File: src/rtl/base_limit_pkg.sv
package base_limit_pkg;

    localparam int unsigned RELOC_AW = 24;

    typedef logic [RELOC_AW-1:0] laddr_t;
    typedef logic [RELOC_AW:0]   wsum_t;

    typedef enum logic {
        SEL_BASE  = 1'b0,
        SEL_LIMIT = 1'b1
    } cfg_sel_e;

    typedef struct packed {
        logic   out_of_range;
        laddr_t phys;
    } chk_res_t;

    // Relocate and bound-check one logical address; the carry bit is kept.
    function automatic chk_res_t reloc_eval(input laddr_t base,
                                            input laddr_t limit,
                                            input laddr_t laddr);
        chk_res_t r;
        wsum_t    sum;
        sum            = {1'b0, base} + {1'b0, laddr};
        r.phys         = sum[RELOC_AW-1:0];
        r.out_of_range = (sum >= {1'b0, limit});
        return r;
    endfunction

endpackage

File: src/rtl/reloc_cfg_regs.sv
module reloc_cfg_regs
    import base_limit_pkg::*;
(
    input  logic     clk,
    input  logic     rst,
    input  logic     priv,
    input  logic     we,
    input  cfg_sel_e sel,
    input  laddr_t   wdata,
    output laddr_t   base,
    output laddr_t   limit
);

    logic accept;
    assign accept = we && priv;

    always_ff @(posedge clk) begin
        if (rst) begin
            base  <= '0;
            limit <= '0;
        end else if (accept) begin
            if (sel == SEL_BASE) base  <= wdata;
            else                 limit <= wdata;
        end
    end

    // unprivileged or absent writes leave both registers untouched
    a_r8_cfg_locked: assert property (@(posedge clk) disable iff (rst)
        !(we && priv) |=> ($stable(base) && $stable(limit)));

    // a base write never disturbs the limit and vice versa
    a_r11_base_sel: assert property (@(posedge clk) disable iff (rst)
        (we && priv && sel == SEL_BASE) |=> $stable(limit));
    a_r11_limit_sel: assert property (@(posedge clk) disable iff (rst)
        (we && priv && sel == SEL_LIMIT) |=> $stable(base));

endmodule

File: src/rtl/reloc_bound_chk.sv
module reloc_bound_chk
    import base_limit_pkg::*;
(
    input  laddr_t base,
    input  laddr_t limit,
    input  laddr_t laddr,
    output laddr_t phys,
    output logic   hit_fault
);

    chk_res_t res;

    always_comb begin
        res       = reloc_eval(base, limit, laddr);
        phys      = res.phys;
        hit_fault = res.out_of_range;
    end

endmodule

File: src/rtl/reloc_issue_stage.sv
module reloc_issue_stage
    import base_limit_pkg::*;
#(
    parameter int unsigned DATA_W = 64
) (
    input  logic              clk,
    input  logic              rst,
    input  logic              req_valid,
    input  logic              req_write,
    input  laddr_t            laddr,
    input  laddr_t            phys,
    input  logic [DATA_W-1:0] wdata,
    input  logic              hit_fault,
    input  logic              ack,
    input  logic              priv,
    output logic              mem_valid,
    output logic              mem_write,
    output laddr_t            mem_addr,
    output logic [DATA_W-1:0] mem_wdata,
    output logic              fault,
    output laddr_t            fault_addr
);

    logic ack_ok;
    logic new_fault;
    logic issue;

    assign ack_ok    = ack && priv;
    assign new_fault = req_valid && hit_fault;
    assign issue     = req_valid && !hit_fault && !fault;

    always_ff @(posedge clk) begin
        if (rst) begin
            mem_valid <= 1'b0;
            mem_write <= 1'b0;
            mem_addr  <= '0;
            mem_wdata <= '0;
        end else begin
            mem_valid <= issue;
            if (issue) begin
                mem_write <= req_write;
                mem_addr  <= phys;
                mem_wdata <= wdata;
            end
        end
    end

    always_ff @(posedge clk) begin
        if (rst) begin
            fault      <= 1'b0;
            fault_addr <= '0;
        end else if (new_fault && (!fault || ack_ok)) begin
            fault      <= 1'b1;
            fault_addr <= laddr;
        end else if (ack_ok) begin
            fault      <= 1'b0;
        end
    end

    // pending fault without a privileged acknowledge keeps its address
    a_r5_fault_sticky: assert property (@(posedge clk) disable iff (rst)
        (fault && !(ack && priv)) |=> (fault && $stable(fault_addr)));

    // nothing is issued while a fault is pending
    a_r6_blocked_pending: assert property (@(posedge clk) disable iff (rst)
        fault |=> !mem_valid);

    // a privileged acknowledge with no new fault clears the flag
    a_r7_ack_clears: assert property (@(posedge clk) disable iff (rst)
        (fault && ack && priv && !(req_valid && hit_fault)) |=> !fault);

    // a new fault coinciding with acknowledge re-arms with its own address
    a_r10_ack_refault: assert property (@(posedge clk) disable iff (rst)
        (ack && priv && req_valid && hit_fault) |=> (fault && fault_addr == $past(laddr)));

endmodule

File: src/rtl/base_limit_guard.sv
module base_limit_guard
    import base_limit_pkg::*;
#(
    parameter int unsigned DATA_W = 64
) (
    input  logic              clk,
    input  logic              rst,
    input  logic              priv_i,
    input  logic              cfg_we_i,
    input  logic              cfg_sel_i,
    input  logic [23:0]       cfg_data_i,
    input  logic              fault_ack_i,
    input  logic              req_valid_i,
    input  logic              req_write_i,
    input  logic [23:0]       req_addr_i,
    input  logic [DATA_W-1:0] req_wdata_i,
    output logic              mem_valid_o,
    output logic              mem_write_o,
    output logic [23:0]       mem_addr_o,
    output logic [DATA_W-1:0] mem_wdata_o,
    output logic              fault_o,
    output logic [23:0]       fault_addr_o
);

    laddr_t base_q;
    laddr_t limit_q;
    laddr_t phys;
    logic   hit_fault;

    reloc_cfg_regs u_cfg (
        .clk   (clk),
        .rst   (rst),
        .priv  (priv_i),
        .we    (cfg_we_i),
        .sel   (cfg_sel_e'(cfg_sel_i)),
        .wdata (cfg_data_i),
        .base  (base_q),
        .limit (limit_q)
    );

    reloc_bound_chk u_chk (
        .base      (base_q),
        .limit     (limit_q),
        .laddr     (req_addr_i),
        .phys      (phys),
        .hit_fault (hit_fault)
    );

    reloc_issue_stage #(.DATA_W(DATA_W)) u_issue (
        .clk        (clk),
        .rst        (rst),
        .req_valid  (req_valid_i),
        .req_write  (req_write_i),
        .laddr      (req_addr_i),
        .phys       (phys),
        .wdata      (req_wdata_i),
        .hit_fault  (hit_fault),
        .ack        (fault_ack_i),
        .priv       (priv_i),
        .mem_valid  (mem_valid_o),
        .mem_write  (mem_write_o),
        .mem_addr   (mem_addr_o),
        .mem_wdata  (mem_wdata_o),
        .fault      (fault_o),
        .fault_addr (fault_addr_o)
    );

    // a request flagged out of range never reaches memory
    a_r3_fault_blocks: assert property (@(posedge clk) disable iff (rst)
        (req_valid_i && hit_fault) |=> !mem_valid_o);

    // an issued physical address lies strictly below the limit in force
    a_r2_below_limit: assert property (@(posedge clk) disable iff (rst)
        mem_valid_o |-> (mem_addr_o < $past(limit_q)));

    // a carry out of the 24-bit sum always faults
    a_r4_carry_faults: assert property (@(posedge clk) disable iff (rst)
        (req_valid_i && (({1'b0, base_q} + {1'b0, req_addr_i}) > 25'h0FFFFFF))
        |=> (!mem_valid_o && fault_o));

endmodule

File: config.mk
export PLATFORM = sky130hd
export DESIGN_NAME = base_limit_guard
export DESIGN_NICKNAME = d
export VERILOG_FILES = /design/src/rtl/base_limit_pkg.sv /design/src/rtl/reloc_cfg_regs.sv /design/src/rtl/reloc_bound_chk.sv /design/src/rtl/reloc_issue_stage.sv /design/src/rtl/base_limit_guard.sv
export SDC_FILE = /design/constraint.sdc
export NUM_CORES = 1
export LEC_CHECK = 0
export CORE_UTILIZATION = 30
export CTS_CLUSTER_SIZE = 12
export DETAILED_ROUTE_END_ITERATION = 6
export SLEW_MARGIN = 10
export SYNTH_ARGS = -nofsm -noshare
export SYNTH_HDL_FRONTEND = slang
export SYNTH_SLANG_ARGS = --single-unit
File: constraint.sdc
create_clock -name clk -period 7.54 [get_ports clk]
set_input_delay 1.508 -clock clk [delete_from_list [all_inputs] [get_ports clk]]
set_output_delay 1.508 -clock clk [all_outputs]
set_load 0.1 [all_outputs]
==> metrics list <==
- Outcome: finished, final reports clean
* Number of flip-flops and latches in the synthesized netlist: 163
- For this run, design rule violations remaining after detail routing come to 0.
- Int Power: 1.57 mW
- Total power for the finished layout comes to 2.54 mW.
- Worst-Skew Late Latency: 440 ps
- Highest clock frequency the design can meet: 0.151 GHz
- Starting density of the core: 0.306
* Placed cells: 1,517
- Power spread over the standard cell area amounts to 228 nW/µm².
- Die ar.: 27,200 µm²
* Initial antenna violation count: 0
- Share of power burned in combinational logic: 0.297
- Of all nets on the critical path, the largest fanout is 15.
* Hold Crit Class: flip-flop to flip-flop
- Portion of total power attributed to sequential cells: 0.369
* P_sw: 0.970 mW
- Final routed wirelength across all metal layers: 27,000 µm
* Number of iterations in the first detailed-routing pass: 5
- The library cell used most frequently in the layout, excluding fill and tap cells, is sky130_fd_sc_hd__clkdlybuf4s50_1.
- In the synthesized netlist the dominant register cell turns out to be sky130_fd_sc_hd__dfxtp_1.
- Of the total power, the share spent switching nets is 0.381.
* Ys async rst share: 0
* Final setup violation count: 0
* P_leak: 4.02 nW
- Using the TritonRoute via totals, the vias-per-cell ratio works out to 5.17.
* Final non-filler cell area: 11,200 µm²
- Num CTS Buffers: 17
* EDFF count, synth: 0
- CTS tree: built
- Placement row count: 59
- The floorplan step defined a core boundary enclosing 26,100 µm².
- In this run the tightest slew margin relative to its limit is 0.193.
* Post-CTS Setup Repair Bufs: 0
- For this run, the post-layout net count is 1,370.
- Crit start category: input pin
- Entering global routing, the biggest net connects 70 pins.
- Worst hold slack: 454 ps
- The hold violation count in the final report was 0.
- Setup repair after global routing left no endpoint under its margin.
- Warnings from Yosys: 0
- Measured slew at the worst slew-check pin: 1210 ps
- IR analysis of the VDD net gives a maximum drop of 140 µV.
- Final Cycle Share: 0.878
- After the first detailed-routing iteration, the DRC count stood at 796.
- 0 antenna diodes ended up in the layout.
- Area growth from synthesis to layout: 39.9%
* CTS Root Buffer Type: sky130_fd_sc_hd__clkbuf_16
- Synthesized area per cell: 7.88 µm²
- Clock Tree Buf Depth: 2
* Sort of element at the end of the critical path: flip-flop
* Boundary pin count: 235
- Setup slack of the critical path after layout: 924 ps
- Dividing the detail-routed wire length by the instance count gives 17.4 µm.
- The number of gates resized after CTS was 0.
* Routed via count: 8,007
- Mapped Area: 7970 µm²
- Worst setup skew after layout: 12.9 ps
- The count of nets left with antenna violations once routing finished came out at 0.
- The critical path is of the input pin to flip-flop type.
- Fraction of final layout cells with drive strength greater than 1: 0.0527
- Synthesis produced 1,012 cells.
* Total of max-cap violations: 0
* Setup_tns: 0 ps
- After clock tree synthesis, the clock-pin slew on the worst setup and hold paths is 70 ps.
- # clock sinks: 163
- When the netlist entered floorplanning its net count stood at 1,181.
* Total count of max-transition violations in the final report: 0
- CTS built an H-tree with a depth of 4.
* FILL cells: 2,607
* Part of the total power dissipated in the clock network: 0.333
- Overflow left after global routing: 0
- Measured on the finished design, the core utilization comes to 0.428.
- The count of buffers added on input and output ports is 234.
- Die height: 165 µm
* Total Routing Usage GR: 0.195
* Number of hold buffers added after cts: 0
- The first global-routing pass estimated 41,200 µm of wire.
- In the layout the commonest cells are sky130_fd_sc_hd__clkdlybuf4s50_1, sky130_fd_sc_hd__a21oi_1, sky130_fd_sc_hd__dfxtp_1, sky130_fd_sc_hd__nand2_1, sky130_fd_sc_hd__nand3_1.
* Library cells used by synthesis: 63
* Post-route insts no fill: 1,549
- Routability-driven placement finished with a final weighted congestion of 0.903.
- After detailed placement, the total cell area comes to 10,600 µm².
* Critical path data arrival time: 6910 ps
- Portion of the post-synthesis area used by sequential elements: 0.409
* Die Wd: 165 µm
- After layout, the minimum clock period comes to 6620 ps.
- Required time of the critical path: 7830 ps
* Pre-CTS setup slack: 557 ps
* Detailed Place HPWL: 19,100 µm
- Via count of the first global-routing pass: 7,498
-- flip-flops by register name, indices dropped and copies added, names as in the netlist --
name                count
u_issue.fault           1
u_issue.mem_addr       24
u_issue.mem_valid       1
u_cfg.base             24
u_issue.mem_write       1
u_issue.mem_wdata      64
u_cfg.limit            24
u_issue.fault_addr     24
-- kinds of logic after synthesis --
| kind of cell | Yosys count | synth area share |
|---|---|---|
| buf+inv | 111 | 0.0551 |
| fa+ha+maj | 49 | 0.0779 |
| compound gates | 364 | 0.257 |
| mux | 1 | 0.00126 |
| simple gates | 314 | 0.189 |
| xor+xnor | 10 | 0.0110 |
| flops | 163 | 0.409 |
-- area by class of cell --
cell class,count,area (µm²),share of cell area
repair buffers,248,2470,0.221
clock buffers,17,425,0.0382
inverters,33,124,0.0111
clock inverters,15,144,0.0129
flip-flops and latches,163,3260,0.293
multi-input cells,738,4310,0.386
well taps,335,419,0.0376
-- power by group through the flow --
stage | combinational (mW) | clock, mW | sequential (mW)
3_5_place_dp | 0.754 | 0 | 0.959
2_1_floorplan | 0.212 | 0 | 1.27
6_report | 0.756 | 0.848 | 0.939
5_1_grt | 0.801 | 0.899 | 0.946
3_3_place_gp | 0.752 | 0 | 0.958
4_1_cts | 0.757 | 0.866 | 0.940
-- critical path: stages --
cell and delay [ps]:
sky130_fd_sc_hd__clkdlybuf4s50_1 440, sky130_fd_sc_hd__ha_1 380, sky130_fd_sc_hd__a21o_1 240, sky130_fd_sc_hd__a2111oi_4 360, sky130_fd_sc_hd__or3b_4 440, sky130_fd_sc_hd__and3_4 200, sky130_fd_sc_hd__a2111o_1 440, sky130_fd_sc_hd__a31o_1 240
sky130_fd_sc_hd__and2_2 220, sky130_fd_sc_hd__ha_1 180, sky130_fd_sc_hd__a21o_1 170, sky130_fd_sc_hd__a21oi_1 210, sky130_fd_sc_hd__o21ai_0 150, sky130_fd_sc_hd__o21a_1 280, sky130_fd_sc_hd__or4_2 900, sky130_fd_sc_hd__buf_4 290
sky130_fd_sc_hd__o21ai_0 180, sky130_fd_sc_hd__a21oi_1 90
-- path summary, 6_finish.rpt --
| path | startpoint | to | slack (ps) | cells past startpoint |
|---|---|---|---|---|
| setup / recovery | req_addr_i[8] | u_issue.mem_wdata[52] | 920 | 18 |
| hold / removal | u_cfg.limit[18] | u_cfg.limit[18] | 450 | 2 |
| setup reg to reg | u_cfg.base[8] | u_issue.mem_wdata[52] | 2150 | 17 |
| hold reg to reg | u_cfg.limit[18] | u_cfg.limit[18] | 450 | 2 |
-- cell usage after synthesis (4+ instances only) --
cell                       number  area, µm²
sky130_fd_sc_hd__a21oi_1      184        921
sky130_fd_sc_hd__dfxtp_1      163       3260
sky130_fd_sc_hd__nand2_1      114        428
sky130_fd_sc_hd__nand3_1      111        556
sky130_fd_sc_hd__o21ai_0      110        551
sky130_fd_sc_hd__clkbuf_1      68        255
sky130_fd_sc_hd__ha_1          48        601
sky130_fd_sc_hd__inv_1         33        124
sky130_fd_sc_hd__nor2_1        22       82.6
sky130_fd_sc_hd__a21o_1        17        128
sky130_fd_sc_hd__nor3_1        11       55.1
sky130_fd_sc_hd__nand4_1       10       62.6
sky130_fd_sc_hd__and3_1         9       56.3
sky130_fd_sc_hd__o21ai_1        7       35.0
sky130_fd_sc_hd__and2_1         6       37.5
sky130_fd_sc_hd__buf_2          5       25.0
sky130_fd_sc_hd__nand2b_1       5       31.3
sky130_fd_sc_hd__nor2b_1        5       31.3
sky130_fd_sc_hd__o31ai_1        5       37.5
sky130_fd_sc_hd__xnor2_1        5       43.8
sky130_fd_sc_hd__xor2_1         5       43.8
sky130_fd_sc_hd__buf_4          4       30.0
sky130_fd_sc_hd__o311ai_0       4       35.0
sky130_fd_sc_hd__or2_2          4       25.0
sky130_fd_sc_hd__or4_1          4       30.0
-- metal layers --
metal | wire (µm) | track usage | up-vias
li1 | - | - | 3996
met4 | 555 | 0.0692 | 0
met2 | 12200 | 0.312 | 253
met1 | 12700 | 0.260 | 3721
met5 | 0 | 0 | -
met3 | 1630 | 0.0339 | 37
No activity file was read; power rests on OpenSTA's default activity.
